==> config.mk <==
export PLATFORM = sky130hd
export DESIGN_NAME = aud_port_master
export DESIGN_NICKNAME = d
export VERILOG_FILES = /design/src/rtl/aspm_pkg.sv /design/src/rtl/aspm_timebase.sv /design/src/rtl/aspm_shifter.sv /design/src/rtl/aud_port_master.sv
export SDC_FILE = /design/constraint.sdc
export NUM_CORES = 1
export LEC_CHECK = 0
export ABC_AREA = 1
export BUFFER_PORTS_ARGS = -buffer_cell sky130_fd_sc_hd__buf_2
export CORE_UTILIZATION = 35
export CTS_BUF_LIST = sky130_fd_sc_hd__clkbuf_4
export DETAILED_ROUTE_END_ITERATION = 10
export PLACE_DENSITY = 0.63
export SLEW_MARGIN = 10
export SYNTH_ARGS = -nofsm -noshare
export SYNTH_HDL_FRONTEND = slang
export SYNTH_SLANG_ARGS = --single-unit
==> constraint.sdc <==
create_clock -name clk -period 2.25 [get_ports clk]
set_input_delay 0.3375 -clock clk [delete_from_list [all_inputs] [get_ports clk]]
set_output_delay 0.3375 -clock clk [all_outputs]
set_load 0.05 [all_outputs]
==> src/rtl/aspm_pkg.sv <==
package aspm_pkg;

    localparam int SAMPLE_BITS    = 24;
    localparam int SLOT_BITS      = 32;
    localparam int CHANNELS       = 2;
    localparam int BITS_PER_FRAME = SLOT_BITS * CHANNELS;
    localparam int HALVES         = 2 * BITS_PER_FRAME;
    localparam int PHASE_W        = $clog2(HALVES);
    localparam int BIT_W          = $clog2(BITS_PER_FRAME);
    localparam int POS_W          = $clog2(SLOT_BITS);
    localparam int MAX_HALF       = 8;
    localparam int SUB_W          = $clog2(MAX_HALF);
    localparam int HLEN_W         = SUB_W + 1;

    typedef enum logic [1:0] {
        SPD_SINGLE = 2'b00,
        SPD_DOUBLE = 2'b01,
        SPD_QUAD   = 2'b10,
        SPD_RSVD   = 2'b11
    } speed_e;

    typedef struct packed {
        logic [SAMPLE_BITS-1:0] left;
        logic [SAMPLE_BITS-1:0] right;
    } stereo_t;

    typedef struct packed {
        logic             chan;
        logic [POS_W-1:0] pos;
    } slot_t;

    // core cycles per bit-clock half-period
    function automatic logic [HLEN_W-1:0] half_len(speed_e spd, logic pre);
        logic [HLEN_W-1:0] base;
        case (spd)
            SPD_SINGLE: base = HLEN_W'(4);
            SPD_DOUBLE: base = HLEN_W'(2);
            default:    base = HLEN_W'(1);
        endcase
        return pre ? (base << 1) : base;
    endfunction

    // bit number inside the frame -> channel and position in its slot
    function automatic slot_t slot_of(logic [BIT_W-1:0] b, logic i2s);
        logic [BIT_W-1:0] q;
        slot_t s;
        q      = i2s ? (b - BIT_W'(1)) : b;
        s.chan = q[BIT_W-1];
        s.pos  = q[POS_W-1:0];
        return s;
    endfunction

endpackage

==> src/rtl/aspm_timebase.sv <==
module aspm_timebase
    import aspm_pkg::*;
(
    input  logic               clk,
    input  logic               rst,
    input  speed_e             spd,
    input  logic               pre,
    output logic [PHASE_W-1:0] phase,
    output logic               frame_tick,
    output logic               halted
);

    logic [SUB_W-1:0]  sub;
    logic [HLEN_W-1:0] hlen;
    logic              last_sub;

    assign halted   = (spd == SPD_RSVD);
    assign hlen     = half_len(spd, pre);
    assign last_sub = ({1'b0, sub} >= (hlen - HLEN_W'(1)));

    assign frame_tick = !halted && last_sub && (phase == {PHASE_W{1'b1}});

    always_ff @(posedge clk) begin
        if (rst || halted) begin
            sub   <= '0;
            phase <= '0;
        end else if (last_sub) begin
            sub   <= '0;
            phase <= phase + PHASE_W'(1);
        end else begin
            sub   <= sub + SUB_W'(1);
        end
    end


    sub_range_chk: assert property (@(posedge clk) disable iff (rst)
        (!halted && !$past(halted) && $stable(hlen)) |-> ({1'b0, sub} < hlen));

endmodule

==> src/rtl/aspm_shifter.sv <==
module aspm_shifter
    import aspm_pkg::*;
(
    input  logic               clk,
    input  logic               rst,
    input  logic               load,
    input  stereo_t            words_in,
    input  logic               frame_tick,
    input  logic [PHASE_W-1:0] phase,
    input  logic               i2s,
    output logic               sbit
);

    stereo_t pending;
    stereo_t active;
    slot_t   slot;
    logic [SAMPLE_BITS-1:0] chan_word [CHANNELS];
    logic [CHANNELS-1:0]    ch_bit;
    logic [POS_W-1:0]       idx;

    always_ff @(posedge clk) begin
        if (rst) begin
            pending <= '0;
            active  <= '0;
        end else begin
            if (load)
                pending <= words_in;
            if (frame_tick)
                active <= pending;
        end
    end

    assign slot = slot_of(phase[PHASE_W-1:1], i2s);
    assign idx  = POS_W'(SAMPLE_BITS - 1) - slot.pos;

    assign chan_word[0] = active.left;
    assign chan_word[1] = active.right;

    for (genvar c = 0; c < CHANNELS; c++) begin : g_chan
        assign ch_bit[c] = (int'(slot.pos) < SAMPLE_BITS) ? chan_word[c][idx] : 1'b0;
    end

    assign sbit = ch_bit[slot.chan];


    hold_between_frames_chk: assert property (@(posedge clk) disable iff (rst)
        !$past(frame_tick) |-> $stable(active));

endmodule

==> src/rtl/aud_port_master.sv <==
module aud_port_master
    import aspm_pkg::*;
(
    input  logic                   clk,
    input  logic                   rst,
    input  logic [1:0]             speed_sel,
    input  logic                   mclk_div2,
    input  logic                   i2s_fmt,
    input  logic [SAMPLE_BITS-1:0] left_word,
    input  logic [SAMPLE_BITS-1:0] right_word,
    input  logic                   word_load,
    output logic                   lrclk_o,
    output logic                   bclk_o,
    output logic                   sdata_o,
    output logic                   mode_err_o
);

    speed_e             spd;
    logic [PHASE_W-1:0] phase;
    logic               frame_tick;
    logic               halted;
    logic               sbit;
    stereo_t            words;

    assign spd         = speed_e'(speed_sel);
    assign words.left  = left_word;
    assign words.right = right_word;

    aspm_timebase u_tb (
        .clk        (clk),
        .rst        (rst),
        .spd        (spd),
        .pre        (mclk_div2),
        .phase      (phase),
        .frame_tick (frame_tick),
        .halted     (halted)
    );

    aspm_shifter u_sh (
        .clk        (clk),
        .rst        (rst),
        .load       (word_load),
        .words_in   (words),
        .frame_tick (frame_tick),
        .phase      (phase),
        .i2s        (i2s_fmt),
        .sbit       (sbit)
    );

    // low half of each bit first; upper frame bit selects the second half-frame
    assign bclk_o     = !halted && phase[0];
    assign lrclk_o    = !halted && (phase[PHASE_W-1] ^ !i2s_fmt);
    assign sdata_o    = !halted && sbit;
    assign mode_err_o = halted;


    err_quiet_chk: assert property (@(posedge clk) disable iff (rst)
        mode_err_o |-> (!bclk_o && !lrclk_o && !sdata_o));


    lr_edge_chk: assert property (@(posedge clk) disable iff (rst)
        (!$stable(lrclk_o) && !mode_err_o && !$past(mode_err_o) && !$past(rst)
         && $stable(i2s_fmt)) |-> $fell(bclk_o));


    data_edge_chk: assert property (@(posedge clk) disable iff (rst)
        (!$stable(sdata_o) && !mode_err_o && !$past(mode_err_o) && !$past(rst)
         && $stable(i2s_fmt)) |-> $fell(bclk_o));

endmodule

### Word-level counts from Yosys, hierarchy flattened

Cells that the tools add are included.
W data, S select, Z words.

* add/sub/neg operators: 5
* order comparisons: 4
* eq/ne operators: 3
* mux-type cells: 11
* bitwise gates (word level): 1
* reduce and logical (&&, ||, !) cells: 10

Operators with widths (count)
* $bmux W1 S5: 2
* $add A7 B1 Y7 const B: 1
* $eq A7 B7 Y1 const B: 1
* $lt A5 B6 Y1 const B: 1
* $mux W1: 6
* $mux W6: 1
* $pmux W3 S2: 1
* $sub A6 B1 Y6 const B: 1
* $logic_and A1 B1 Y1: 5
* $lt A5 B5 Y1 const B: 1
* $sub A5 B5 Y5 const A: 1
* $ge A3 B4 Y1: 1
* $mux W4: 1
* $sub A4 B1 Y4 const B: 1
* $add A3 B1 Y3 const B: 1
* $eq A2 B1 Y1 const B: 1
* $eq A2 B2 Y1 const B: 1
* $logic_not A1 Y1: 2
* $logic_not A2 Y1: 1
* $lt A1 B2 Y1 const B: 1
* $reduce_or A2 Y1: 1
* $logic_or A1 B1 Y1: 1
* $xor A1 B1 Y1: 1

* bits in registers: 106
* input port bits: 55
* word-level logic and storage cells: 40

### Logic depth before layout (Yosys ltp)

* depth in word-level cells: 9
* depth in mapped cells: 13
* gate-level depth less buffers: 12

### Modules after synthesis

From an unflattened synthesis, not the netlist that was laid out.

* cells, all modules: 651
* area, all modules: 4599.4 um2

By module, submodules not included
* aspm_shifter: times used 1, cells an instance 559, area each 3951.3 um2, seq. area each 1921.8 um2
* aspm_timebase: times used 1, cells an instance 82, area each 610.6 um2, seq. area each 200.2 um2
* aud_port_master: times used 1, cells an instance 10, area each 37.5 um2, seq. area each 0.0 um2

### Worst setup path after synthesis

No wires, ideal clock.

* path type: reg-to-output
* start: register u_tb.phase[1]
* end: output port sdata_o
* arrival: 2.189 ns
* data required time: 1.913 ns
* path slack: -0.276 ns
* stages on the path, launching flop included: 12
* buffers on the path: 0
* cell sequence: dfxtp_1 inv_1 ha_1 nand3_1 nor2_1 xor2_1 ha_1 inv_1 nor2_1 nand2_1 nand3_1 nor2_1

* word-level cells in the longest chain between the ends: 9

Ends and longest elaborated chain
* from (decl): RTL line aspm_timebase.sv:8 `output logic [PHASE_W-1:0] phase,`
* from (signal assigned): RTL line aspm_timebase.sv:29 `phase <= phase + PHASE_W'(1);`
* $sub A6 B1 Y6: RTL line aspm_pkg.sv:47 `q = i2s ? (b - BIT_W'(1)) : b;`
* $mux W6 *: RTL line aspm_pkg.sv:47
* $sub A5 B5 Y5: RTL line aspm_shifter.sv:34 `assign idx = POS_W'(SAMPLE_BITS - 1) - slot.pos;`
* $bmux W1 S5: RTL line aspm_shifter.sv:40 `assign ch_bit[c] = (int'(slot.pos) < SAMPLE_BITS) ? chan_word[c][idx] : 1'b0;`
* $mux W1 (not written as such): RTL line aspm_shifter.sv:40
* $mux W1: RTL line aspm_shifter.sv:40
* $mux W1 (not written as such) * (2 in series): RTL line aspm_shifter.sv:43 `assign sbit = ch_bit[slot.chan];`
* $logic_and A1 B1 Y1 *: RTL line aud_port_master.sv:53 `assign sdata_o = !halted && sbit;`
* to (decl): RTL line aud_port_master.sv:14 `output logic sdata_o,`

Mark *: on every way between the ends. The rest lies on a longest branch, timed or not. The select of a mux whose other input is x is not followed.

### Worst setup path after layout

Same ends and word-level chain as after synthesis.

==> results.cfg <==
[synth]
postSynthAreaPerCell_sq_um = 7.20
yosysSeqAreaShare_pct = 46.9
synth_seq_cells = 106
synth_cell_types = 24
syn_nets = 692
synth.most_common_cell = nor2_1
synth_edf_count = 0
synth_commonest_cells = nor2_1, dfxtp_1, o21ai_0
async_flop_share_pct = 0
netlist_area_sq_mm = 0.00453
yosys.area.top_type = dfxtp_1
yosysWarnings = 0
synth.area.top_cells = dfxtp_1, o21ai_0, nor2_1
ys.flop_type = dfxtp_1
synthCells = 629
synth.top_cell.area_share_pct = 46.9

[sta]
setup_tns_ps = -286
min_period_ps = 2540
worst_hold_slack_ps = 67.1
fin_ws_ps = -286
hold_violations = 0
drv_slew = 0
slew-limit-headroom_pct = 66.5
finClkSkew_ps = 21.0
setup_viol = 1
fmax_mhz = 394
tightest_slew_ps = 500
fin_crit_sh_pct = 113
rsz0062_at_grt = true

[die]
coreArea_sq_mm = 0.0126
dieArea_sq_mm = 0.0134
start_util_pct = 35.9
ios = 59
die-width_um = 116
fp.dieH_um = 116
rows = 41

[layout]
fin_area_sq_mm = 0.00539
area_growth_pct = 19.0
diodes = 0
fin_nets = 747
layout.cells.non_filler = 861
fin_util_pct = 42.7
drive_gt1_share_pct = 20.6

[worst_setup_path]
worstPathRequired_ps = 1910
crit_arrival_ps = 2200
crit_path_top_delay_cell = dfxtp_2
reg2regPathDepth = 9
crit_path_max_fanout = 2
path_cells = inv_2, ha_4, nand3_2, nor2_2, xor2_1, ha_1, inv_2, nor2_1, nand2_1, nand3_2, nor2_4, buf_8
criticalPathCategory = register to output port
worst_setup_path_start_kind = register
cp_slowest_stage_delay_ps = 350
crit_path_end_kind = output port

[clock_tree]
clk_pin_slew_ps = 170
cts_tree = yes
cts-root-buf = clkbuf_4
insertion_delay_ps = 470
clock_path_buffers = 2
htree_num_levels = 3
postCtsHoldBufs = 0
numCtsBuffers = 9
cts.sinks = 106

[detailed_routing]
ant_nets = 0
routed_wl_um = 9850
drt_iter0_markers = 151
dr.pass1.iters = 5
vias_per_cell = 4.70
drc = 0
vias = 4050
wl_per_cell_um = 11.4

[placement]
pre_cts_slack_ps = -31.7
io_buffers = 58
globalplace.congestion = 0.835
dpl_cell_area_sq_mm = 0.00504
hpwlAfterDp_um = 6710
dp_cells = 842

[global_route]
grt_pass1_vias = 3777
grt_pass1_wl_um = 16700
grt-ovfl-total = 0
grtUsageTotal_pct = 15.7
grt_max_degree = 81
antenna_found_initial = 0

[run_status]
violations = negative setup slack
status = finished, violations left

[hold_path]
holdCritPathClass = input port to register
hold_depth = 3

[pwr]
p_per_area_mw_per_mm2 = 670
total_power_mw = 3.61
p_leak_nw = 2.20
vdd_drop_max_v = 0.000234

[flow_run]
drv_cap = 0
final cells by class:
class | instances | area [sq um]
tap | 172 | 215
sequential | 106 | 2120
fill | 1345 | 7230
multi-input combinational | 416 | 2140
timing repair buffer | 79 | 484
inverter | 71 | 272
clock buffer | 9 | 67.6
timing repair inverter | 1 | 6.26
clock inverter | 7 | 76.3
power breakdown:
part | total, mW | switching (mW) | internal [mW]
combinational | 0.632 | 0.390 | 0.242
sequential | 1.99 | 0.0365 | 1.95
clock | 0.993 | 0.644 | 0.349
cell usage in the layout (no fill, tap or decap), types with 2 or more instances in the layout:
master and instances:
nor2_1 111, dfxtp_1 104, o21ai_0 101, inv_1 64, buf_2 58, nand2_1 56
a21oi_1 55, nand3_1 39, nand3_2 19, buf_4 17, clkbuf_4 9, ha_1 7
inv_2 6, nand2_2 6, nand2_4 4, nand4_1 3, inv_6 3, nor2_4 2
nor3_1 2, clkinvlp_4 2, buf_12 2, dfxtp_2 2
critical path: cells and delay by family (launching register included):
| kind | cells | cell delay (ps) |
|---|---|---|
| buffers and inverters | 3 | 290 |
| adders and majority gates | 2 | 420 |
| DFF | 1 | 350 |
| and+or+nand+nor | 6 | 490 |
| xor gates and xnor gates | 1 | 180 |
metal layers:
metal / GRT usage [%] / vias to the layer above / part of all wire, %
met3: 2.62 / 15 / 3.4
li1: - / 2142 / -
met4: 7.69 / 0 / 2.1
met1: 20.2 / 1833 / 49
met2: 25.4 / 60 / 46
met5: 0 / - / 0
sequential cells by signal, indices dropped and copies added (netlist names):
register      flops
u_sh.pending     48
u_tb.phase        7
u_sh.active      48
u_tb.sub          3
kinds of logic after synthesis:
family | Yosys count | synth area share (%)
AO/OA/AOI/OAI | 160 | 17.9
XOR/XNOR | 3 | 0.580
adder cells (fa/ha/maj) | 8 | 2.21
buffers and inverters | 107 | 9.70
flip-flops | 106 | 46.9
AND/OR/NAND/NOR | 245 | 22.8
worst paths after layout:
check / startpoint / end / slack (ps)
setup / recovery: u_tb.phase[1] / sdata_o / -290
hold / removal: right_word[23] / u_sh.pending[23] / 70
setup reg to reg: u_tb.sub[1] / u_sh.active[0] / 290
hold reg to reg: u_sh.active[38] / u_sh.active[38] / 450
timing repair:
item,4_1_cts,5_1_grt
gates resized for setup,17,30
pin swaps,6,18
cloned,0,2
endpoints found under the setup margin,1,1
setup buffers,1,0
No activity file was read; power rests on OpenSTA's default activity.
